[config.mk]
export PLATFORM = sky130hd
export DESIGN_NAME = afc_dual_cal_ctrl
export DESIGN_NICKNAME = d
export VERILOG_FILES = /design/src/rtl/afc_cal_pkg.sv /design/src/rtl/afc_err_unit.sv /design/src/rtl/afc_sar_core.sv /design/src/rtl/afc_best_reg.sv /design/src/rtl/afc_dual_cal_ctrl.sv
export SDC_FILE = /design/constraint.sdc
export NUM_CORES = 1
export LEC_CHECK = 0
export BUFFER_PORTS_ARGS = -buffer_cell sky130_fd_sc_hd__buf_2
export CORE_MARGIN = 3
export CORE_UTILIZATION = 51
export DETAILED_ROUTE_END_ITERATION = 10
export MAX_ROUTING_LAYER = met4
export PLACE_DENSITY = 0.73
export SETUP_SLACK_MARGIN = 0.1
export SKIP_CTS_REPAIR_TIMING = 1
export SKIP_LAST_GASP = 1
export SYNTH_ARGS = -nofsm -noshare
export SYNTH_HDL_FRONTEND = slang
export SYNTH_HIERARCHICAL = 1
export SYNTH_SLANG_ARGS = --single-unit
[constraint.sdc]
create_clock -name clk -period 4.15 [get_ports clk]
set_input_delay 0.2075 -clock clk [delete_from_list [all_inputs] [get_ports clk]]
set_output_delay 0.2075 -clock clk [all_outputs]
set_load 0.005 [all_outputs]
[src/rtl/afc_cal_pkg.sv]
package afc_cal_pkg;
  typedef enum logic [1:0] {
    ST_IDLE,
    ST_REQ,
    ST_WAIT,
    ST_DECIDE
  } cal_state_e;

  localparam int  NUM_OSC   = 2;
  localparam logic BAND_LOW  = 1'b0;
  localparam logic BAND_HIGH = 1'b1;
endpackage

[src/rtl/afc_err_unit.sv]
module afc_err_unit #(
  parameter int CNT_W = 12
) (
  input  logic [CNT_W-1:0] target,
  input  logic [CNT_W-1:0] count,
  output logic [CNT_W-1:0] abs_err,
  output logic             too_fast
);
  logic [CNT_W:0] diff;

  always_comb begin
    diff     = {1'b0, target} - {1'b0, count};
    too_fast = diff[CNT_W];
    if (too_fast) begin
      abs_err = CNT_W'(-diff);
    end else begin
      abs_err = diff[CNT_W-1:0];
    end
  end
endmodule

[src/rtl/afc_sar_core.sv]
module afc_sar_core #(
  parameter int CODE_W = 5
) (
  input  logic              clk,
  input  logic              rst,
  input  logic              load,
  input  logic              step,
  input  logic              too_fast,
  output logic [CODE_W-1:0] code,
  output logic              last
);
  localparam int IDX_W = (CODE_W > 1) ? $clog2(CODE_W) : 1;
  localparam logic [CODE_W-1:0] SEED = CODE_W'(1) << (CODE_W - 1);

  logic [IDX_W-1:0]  idx_q;
  logic [CODE_W-1:0] code_nxt;

  always_comb begin
    code_nxt = code;
    if (too_fast) begin
      code_nxt[idx_q] = 1'b0;
    end
    if (idx_q != '0) begin
      code_nxt[idx_q - IDX_W'(1)] = 1'b1;
    end
  end

  always_ff @(posedge clk) begin
    if (rst) begin
      code  <= '0;
      idx_q <= '0;
    end else if (load) begin
      code  <= SEED;
      idx_q <= IDX_W'(CODE_W - 1);
    end else if (step) begin
      code <= code_nxt;
      if (idx_q != '0) begin
        idx_q <= idx_q - IDX_W'(1);
      end
    end
  end

  assign last = (idx_q == '0);

  assert_code_up_R5: assert property (@(posedge clk) disable iff (rst)
    (step && !load && !too_fast) |=> (code >= $past(code)));
  assert_code_down_R5: assert property (@(posedge clk) disable iff (rst)
    (step && !load && too_fast) |=> (code < $past(code)));
endmodule

[src/rtl/afc_best_reg.sv]
module afc_best_reg #(
  parameter int CODE_W = 5,
  parameter int ERR_W  = 12
) (
  input  logic              clk,
  input  logic              rst,
  input  logic              clr,
  input  logic              upd,
  input  logic [ERR_W-1:0]  abs_err,
  input  logic [CODE_W-1:0] code,
  output logic [CODE_W-1:0] best_code,
  output logic [ERR_W-1:0]  best_err
);
  logic first_q;
  logic take;

  assign take = upd && (first_q || (abs_err < best_err));

  always_ff @(posedge clk) begin
    if (rst) begin
      first_q   <= 1'b1;
      best_code <= '0;
      best_err  <= '1;
    end else if (clr) begin
      first_q   <= 1'b1;
      best_code <= '0;
      best_err  <= '1;
    end else if (upd) begin
      first_q <= 1'b0;
      if (take) begin
        best_code <= code;
        best_err  <= abs_err;
      end
    end
  end

  assert_min_never_grows_R6: assert property (@(posedge clk) disable iff (rst)
    !clr |=> (best_err <= $past(best_err)));
endmodule

[src/rtl/afc_dual_cal_ctrl.sv]
module afc_dual_cal_ctrl
  import afc_cal_pkg::*;
#(
  parameter int CODE_W    = 5,
  parameter int INT_W     = 8,
  parameter int FRAC_W    = 12,
  parameter int FRAC_KEEP = 4,
  parameter int CNT_W     = INT_W + FRAC_KEEP
) (
  input  logic              clk,
  input  logic              rst,
  input  logic              start,
  input  logic              quad_mode,
  input  logic [INT_W-1:0]  div_int,
  input  logic [FRAC_W-1:0] div_frac,
  input  logic [CNT_W-1:0]  cnt_value,
  input  logic              cnt_valid,
  output logic              cnt_start,
  output logic              loop_open,
  output logic [CODE_W-1:0] lb_code,
  output logic [CODE_W-1:0] hb_code,
  output logic              band_sel,
  output logic              lb_en,
  output logic              hb_en,
  output logic              done
);
  cal_state_e        state_q;
  logic              band_q;
  logic              mode_q;
  logic [CNT_W-1:0]  target_q;
  logic [CNT_W-1:0]  target_nxt;
  logic              cnt_start_q;
  logic              loop_open_q;
  logic              done_q;
  logic [CODE_W-1:0] fin_lb_q;
  logic [CODE_W-1:0] fin_hb_q;
  logic              fin_lb_en_q;
  logic              fin_hb_en_q;
  logic              fin_band_q;

  logic [CNT_W-1:0]  abs_err;
  logic              too_fast;
  logic [CODE_W-1:0] sar_code;
  logic              sar_last;
  logic              sar_load;
  logic              sar_step;
  logic              meas_ok;
  logic              best_clr;

  logic [CODE_W-1:0] best_code [NUM_OSC];
  logic [CNT_W-1:0]  best_err  [NUM_OSC];

  logic unused_frac_bits;
  assign unused_frac_bits = ^div_frac[FRAC_W-FRAC_KEEP-1:0];
  assign target_nxt = {div_int, div_frac[FRAC_W-1 -: FRAC_KEEP]};

  assign meas_ok  = (state_q == ST_WAIT) && cnt_valid;
  assign sar_step = meas_ok;
  assign sar_load = ((state_q == ST_IDLE) && start) ||
                    (meas_ok && sar_last && (band_q == BAND_LOW));
  assign best_clr = (state_q == ST_IDLE) && start;

  afc_err_unit #(.CNT_W(CNT_W)) u_err (
    .target   (target_q),
    .count    (cnt_value),
    .abs_err  (abs_err),
    .too_fast (too_fast)
  );

  afc_sar_core #(.CODE_W(CODE_W)) u_sar (
    .clk      (clk),
    .rst      (rst),
    .load     (sar_load),
    .step     (sar_step),
    .too_fast (too_fast),
    .code     (sar_code),
    .last     (sar_last)
  );

  for (genvar b = 0; b < NUM_OSC; b++) begin : g_best
    afc_best_reg #(.CODE_W(CODE_W), .ERR_W(CNT_W)) u_best (
      .clk       (clk),
      .rst       (rst),
      .clr       (best_clr),
      .upd       (meas_ok && (band_q == 1'(b))),
      .abs_err   (abs_err),
      .code      (sar_code),
      .best_code (best_code[b]),
      .best_err  (best_err[b])
    );
  end

  always_ff @(posedge clk) begin
    if (rst) begin
      state_q     <= ST_IDLE;
      band_q      <= BAND_LOW;
      mode_q      <= 1'b0;
      target_q    <= '0;
      cnt_start_q <= 1'b0;
      loop_open_q <= 1'b0;
      done_q      <= 1'b0;
      fin_lb_q    <= '0;
      fin_hb_q    <= '0;
      fin_lb_en_q <= 1'b0;
      fin_hb_en_q <= 1'b0;
      fin_band_q  <= 1'b0;
    end else begin
      done_q      <= 1'b0;
      cnt_start_q <= 1'b0;
      unique case (state_q)
        ST_IDLE: begin
          if (start) begin
            mode_q      <= quad_mode;
            target_q    <= target_nxt;
            band_q      <= BAND_LOW;
            loop_open_q <= 1'b1;
            state_q     <= ST_REQ;
          end
        end
        ST_REQ: begin
          cnt_start_q <= 1'b1;
          state_q     <= ST_WAIT;
        end
        ST_WAIT: begin
          if (cnt_valid) begin
            if (!sar_last) begin
              state_q <= ST_REQ;
            end else if (band_q == BAND_LOW) begin
              band_q  <= BAND_HIGH;
              state_q <= ST_REQ;
            end else begin
              state_q <= ST_DECIDE;
            end
          end
        end
        ST_DECIDE: begin
          fin_lb_q <= best_code[0];
          fin_hb_q <= best_code[1];
          if (mode_q) begin
            fin_lb_en_q <= 1'b1;
            fin_hb_en_q <= 1'b1;
            fin_band_q  <= BAND_LOW;
          end else if (best_err[0] <= best_err[1]) begin
            fin_lb_en_q <= 1'b1;
            fin_hb_en_q <= 1'b0;
            fin_band_q  <= BAND_LOW;
          end else begin
            fin_lb_en_q <= 1'b0;
            fin_hb_en_q <= 1'b1;
            fin_band_q  <= BAND_HIGH;
          end
          loop_open_q <= 1'b0;
          done_q      <= 1'b1;
          state_q     <= ST_IDLE;
        end
        default: state_q <= ST_IDLE;
      endcase
    end
  end

  assign cnt_start = cnt_start_q;
  assign loop_open = loop_open_q;
  assign done      = done_q;
  assign band_sel  = loop_open_q ? band_q : fin_band_q;
  assign lb_en     = loop_open_q ? (band_q == BAND_LOW)  : fin_lb_en_q;
  assign hb_en     = loop_open_q ? (band_q == BAND_HIGH) : fin_hb_en_q;
  assign lb_code   = loop_open_q ? ((band_q == BAND_LOW)  ? sar_code : '0) : fin_lb_q;
  assign hb_code   = loop_open_q ? ((band_q == BAND_HIGH) ? sar_code : '0) : fin_hb_q;

  assert_req_pulse_R3: assert property (@(posedge clk) disable iff (rst)
    cnt_start |=> !cnt_start);
  assert_req_in_cal_R3: assert property (@(posedge clk) disable iff (rst)
    cnt_start |-> loop_open);
  assert_one_osc_cal_R4: assert property (@(posedge clk) disable iff (rst)
    loop_open |-> ($countones({lb_en, hb_en}) == 1));
  assert_quad_both_R7: assert property (@(posedge clk) disable iff (rst)
    (done && mode_q) |-> (lb_en && hb_en && !band_sel));
  assert_wide_single_R8: assert property (@(posedge clk) disable iff (rst)
    (done && !mode_q) |-> ($countones({lb_en, hb_en}) == 1) && (band_sel == hb_en));
  assert_done_pulse_R9: assert property (@(posedge clk) disable iff (rst)
    done |=> !done);
  assert_done_closes_R9: assert property (@(posedge clk) disable iff (rst)
    done |-> (!loop_open && $past(loop_open)));
  assert_hold_idle_R9: assert property (@(posedge clk) disable iff (rst)
    (!loop_open && !start) |=> $stable({lb_code, hb_code, lb_en, hb_en, band_sel}));
endmodule

Yosys cells after proc, flatten, opt, wreduce, memory -nomap -nowiden
Index checks and enable logic that the tools add are counted.

cells by class
  add/subtract/negate cells = 3
  magnitude comparators = 7
  equality and inequality tests = 6
  multiplexer cells = 37
  bitwise logic cells = 4
  reduce and logical (&&, ||, !) cells = 30

operators by type and width
  operator              count
  $mux W5               8
  $lt A12 B12 Y1        2
  $mux W1               16
  $reduce_and A2 Y1     7
  $sub A12 B12 Y13      1
  $le A12 B12 Y1        1
  $mux W12              1
  $neg A12 Y12          1
  $logic_and A1 B1 Y1   10
  $mux W3               3
  $lt A3 B4 Y1 const B  2
  $mux W2               4
  $pmux W2 S4           1
  $reduce_bool A2 Y1    4
  $demux W1 S3          2
  $ge A3 B1 Y1 const B  2
  $ne A2 B2 Y1 const B  3
  $and A5 B5 Y5         1
  $not A5 Y5            1
  $or A5 B5 Y5          1
  $eq A2 B2 Y1 const B  2
  $pmux W1 S2           2
  $reduce_and A4 Y1     1
  $reduce_or A2 Y1      2
  other kinds (7)       9

word-level totals
  register bits after elaboration = 76
  output and inout bits = 16

Longest topological paths before layout
  depth after elaboration = 11
  gate-level depth with buffers = 19

By module
Netlist, hierarchy kept.

modules (own cells, without submodules)
  module             instances  cells each  area an instance (um^2)  sequential area each (um^2)
  afc_best_reg       2          117         1029.7                   360.3
  afc_dual_cal_ctrl  1          226         1650.3                   640.6
  afc_err_unit       1          126         870.8                    0.0
  afc_sar_core       1          54          467.9                    160.2

Worst setup path before layout
Ideal clock, no wire load.

  kind = register -> register
  from = reg target_q[0]
  to = reg g_best[0].u_best.best_err[10]
  library setup time = 0.072 ns
  arrival = 3.814 ns
  path slack = 0.265 ns
  stages on the path, launching flop included = 19
  path buffers = 2
  path through = dfxtp_1 -> inv_1 -> ha_1 -> fa_1 -> nand2b_1 -> a211o_1 -> a21boi_2 -> o2111ai_2 -> nor4b_2 -> a31oi_1 -> xnor2_1 -> ha_1 -> and4_1 -> a21oi_1 -> o221ai_1 -> a31oi_1 -> buf_6 -> buf_12 -> mux2i_1

between the ends
  cells in the longest elaborated chain, start to end = 7

RTL lines
  item                                    RTL line                  RTL
  start, declared                         afc_dual_cal_ctrl.sv:30   logic [CNT_W-1:0] target_q;
  start signal, assigned                  afc_dual_cal_ctrl.sv:114  target_q <= target_nxt;
  $sub A12 B12 Y13 (*)                    afc_err_unit.sv:12        diff = {1'b0, target} - {1'b0, count};
  $neg A12 Y12                            afc_err_unit.sv:15        abs_err = CNT_W'(-diff);
  $mux W12 (*)                            afc_err_unit.sv:14        if (too_fast) begin
  named net abs_err[11]                   afc_dual_cal_ctrl.sv:41   logic [CNT_W-1:0] abs_err;
  $lt A12 B12 Y1 (*)                      afc_best_reg.sv:17        assign take = upd && (first_q || (abs_err < best_err));
  $logic_or A1 B1 Y1 (*)                  afc_best_reg.sv:17
  $logic_and A1 B1 Y1 (*)                 afc_best_reg.sv:17
  $reduce_and A2 Y1 (no source line) (*)  n/a
  end signal, assigned                    afc_best_reg.sv:32        best_err <= abs_err;
  end, declared                           afc_best_reg.sv:12        output logic [ERR_W-1:0] best_err

Mark *: on every way through the listed nets, which the timed path passes. The rest lies on a longest branch.
A chain may end at the register's enable or synchronous reset.

Worst setup path in the final report
  from = reg target_q[0]
  to = reg g_best[1].u_best.best_err[1]

between the ends
  cells in the longest elaborated chain, start to end = 7

RTL lines
  item                                    RTL line
  $sub A12 B12 Y13 (*)                    afc_err_unit.sv:12
  $neg A12 Y12                            afc_err_unit.sv:15
  $mux W12 (*)                            afc_err_unit.sv:14
  named net abs_err[11]                   afc_dual_cal_ctrl.sv:41
  $lt A12 B12 Y1 (*)                      afc_best_reg.sv:17
  $logic_or A1 B1 Y1 (*)                  afc_best_reg.sv:17
  $logic_and A1 B1 Y1 (*)                 afc_best_reg.sv:17
  $reduce_and A2 Y1 (no source line) (*)  n/a
  end signal, assigned                    afc_best_reg.sv:32
  end, declared                           afc_best_reg.sv:12

Marks and branches as above.

==> results.md <==
* Critical Path End Type: register
* Pwr Density at 325 nW/µm²
* Leak at 2.72 nW
* Nets at 775
* Yosys warnings at 6
* #FFs+latches synth at 76
* Initial antenna violation count at 0
* Status: complete, no violations
* Clk_skew at 13.0 ps
* Final WS setup at 70.4 ps
* Period minus WS final at 4080 ps
* Top routing layer used: met4
* Number of synthesized flops with an enable pin at 0
* Chip Width at 105 µm
* Area Growth Syn to Fin at 15.5%
* Vias/cell at 5.43
* Post-synth ARST share at 0%
* Synth top area share at 30.1%
* Synth Area in XOR/XNOR at 3.44%
* Routed len/inst at 14.4 µm
* Net Sw Power at 0.614 mW
* Site Rows at 35
* H-tree lvl count at 3
* RSZ-0062 raised after global routing: yes
* Avg Synthesized Cell Area at 7.89 µm²
* Filler cell count in the final layout at 778
* DP HPWL at 8430 µm
* Final setup TNS at 0 ps
* # clock sinks at 76
* Clock Tree Root: clkbuf_8
* Clock Latency Late Sink at 360 ps
* # diodes at 0
* Grt total ovfl at 0
* Share of layout cells above drive strength 1 at 18.9%
* CTS Buf Count at 9
* First-pass GRT wire length at 18700 µm
* Final period utilization at 98.3%
* Max-cap violation count at 0
* Initial Utilization at 53.6%
* Clock-pin slew of the registers on the worst-case setup and hold paths at 90 ps
* Compound-Gate Fraction of Synth Area at 17.5%
* Netlist cell types at 63
* Mux cell area share after synthesis at 7.14%
* Critical path origin: target_q[0]
* Post-DRT Antenna Nets at 0
* CTS tree: yes
* Part of the power in registers at 40.3%
* Most common cell in the synthesized netlist: nand2_1
* Total Power at 1.89 mW
* GRT Util Overall at 20.8%
* Number of top-level pins at 53
* Peak supply drop at 0.000234 V
* Largest family of logic cells by synthesized area: simple AND/OR/NAND/NOR gates
* Max frequency at 245 MHz
* Routed met1 length at 5210 µm
* Post-synth top cells: 97 x nand2_1, 77 x nor2_1, 76 x dfxtp_1
* Crit path required time at 4430 ps
* Int Pwr at 1.28 mW
* Reg2reg setup slack at 70 ps
* Final Max Slew Viols at 0
* Core Box Area at 9420 µm²
* Vias in the first global route at 4257
* Mapped Nets at 727
* PortBufs at 44
* Clock share of power at 31.1%
* Pre-CTS setup slack at -158 ps
* Worst r2r path cells at 17
* DRC at 0
* Die height at 105 µm
* Met2 WL at 5880 µm
* Seq/Total Area, Yosys at 30.1%
* Crit start category: register
* Clock Path Buffers at 2
* WHS at 78.9 ps
* Worst Path Max Fanout at 8
* Dpl cell area at 5360 µm²
* Synth Area in Adders at 12.5%
* Min-delay worst type: input port to register
* Synth Cell Area at 5050 µm²
* Post-Synthesis Cells at 640
* R2R Path Start: target_q[0]
* Synth Flop Type: dfxtp_1
* Combinational share of power at 28.5%
* Die ar. at 11100 µm²
* First-pass iteration count of the detailed router at 5
* Synth area leaders: dfxtp_1 30%, ha_1 12%, nand2_1 7.2%
* Crit path DAT at 4360 ps
* RePlAce Congestion at 0.902
* Design Area, Final at 5830 µm²
* WS Path Type: register to register
* Final setup vio count at 0
* Synth Area in Simple Gates at 19.9%
* Starting DRT DRC Count at 162
* Synth area leader: dfxtp_1
* Largest net degree at the start of global routing at 41
* Worst-margin pin slew at 812 ps
* WL final at 11800 µm
* Crit path to: g_best[1].u_best/best_err[1]
* Slew HR at 45.8%
* Final Hold Viols at 0
* Sw frac at 32.4%
* Via count at 4460
* Capturing point of the worst reg2reg path: g_best[1].u_best/best_err[1]
* Metal3 WL at 462 µm
[power by group through the flow]
stage	combinational (mW)	clock (mW)	sequential [mW]
detailed placement	0.462	0	0.781
global route	0.595	0.627	0.768
global placement	0.444	0	0.780
floorplan	0.341	0	0.771
finish	0.540	0.590	0.764
CTS	0.464	0.597	0.764
[cell type report]
type                    instances  area, µm²  share of cell area (%)
clock buffers                  11        141                    2.42
clock inverters                 5       58.8                    1.01
inverters                      73        279                    4.79
multi-input cells             462       3250                    55.8
flip-flops and latches         76       1520                    26.1
well taps                     129        161                    2.77
repair buffers                 66        417                    7.15
[sequential cells by signal, indices dropped and copies added, names as in the netlist]
signal and flops:
band_q 1, cnt_start 1, done 1, fin_band_q 1
fin_hb_en_q 1, fin_hb_q 5, fin_lb_en_q 1, fin_lb_q 5
g_best.u_best/best_code 10, g_best.u_best/best_err 24, g_best.u_best/first_q 2, loop_open 1
mode_q 1, state_q 2, target_q 12, u_sar/code 5
u_sar/idx_q 3
[logic make-up (layout without fill, tap and decap cells)]
group	after synthesis	count (layout)
xor+xnor	19	19
fa+ha+maj	50	50
compound gates	135	135
mux	36	36
simple gates	222	222
buf+inv	102	155
flops	76	76
[per-stage QoR]
step                      cells  util (%)
after floorplan             640         -
after global placement      797      56.9
after detailed placement    797      56.9
after CTS                   813      59.0
after global routing        822      61.9
final                       822      61.9
[routing by layer]
layer  GRT usage [%]  vias up
li1                -     2241
met1            24.8     2080
met2            35.2      114
met3            3.06       25
met4            8.42        0
met5               -        -
[placed cells by master, fill, tap and decap left out, types with 6 or more instances in the layout]
cell type   n
buf_4      16
dfxtp_1    75
clkbuf_8   10
a21oi_1    49
a21oi_2     7
ha_1       46
o21ai_0    22
inv_1      69
xor2_1      6
nor2_1     77
a31oi_1     6
nand2_1    97
buf_2      44
mux2i_1    35
a21o_1      7
xnor2_2     7
[worst min path at each step]
| stage | from | end | depth (start not counted) |
|---|---|---|---|
| after CTS | div_int[0] | target_q[4] | 3 |
| after floorplan | rst | u_sar/idx_q[2] | 1 |
| final | div_int[0] | target_q[4] | 3 |
| after detailed placement | fin_hb_q[0] | fin_hb_q[0] | 2 |
| after global routing | div_frac[8] | target_q[0] | 3 |
| after global placement | g_best[0].u_best/best_code[1] | fin_lb_q[1] | 2 |
[critical path, cell delays in order (launching register included)]
cell and delay, ps:
dfxtp_2 340, inv_2 40, ha_4 150, fa_2 350
nand2b_4 150, a211o_1 350, a21boi_2 250, o2111ai_4 170
nor4b_4 330, a31oi_2 150, xnor2_2 290, ha_1 310
and4_4 170, a21oi_2 150, o221ai_2 140, a31oi_4 240
buf_6 200, mux2i_2 210
(Power assumes the default switching activity.)
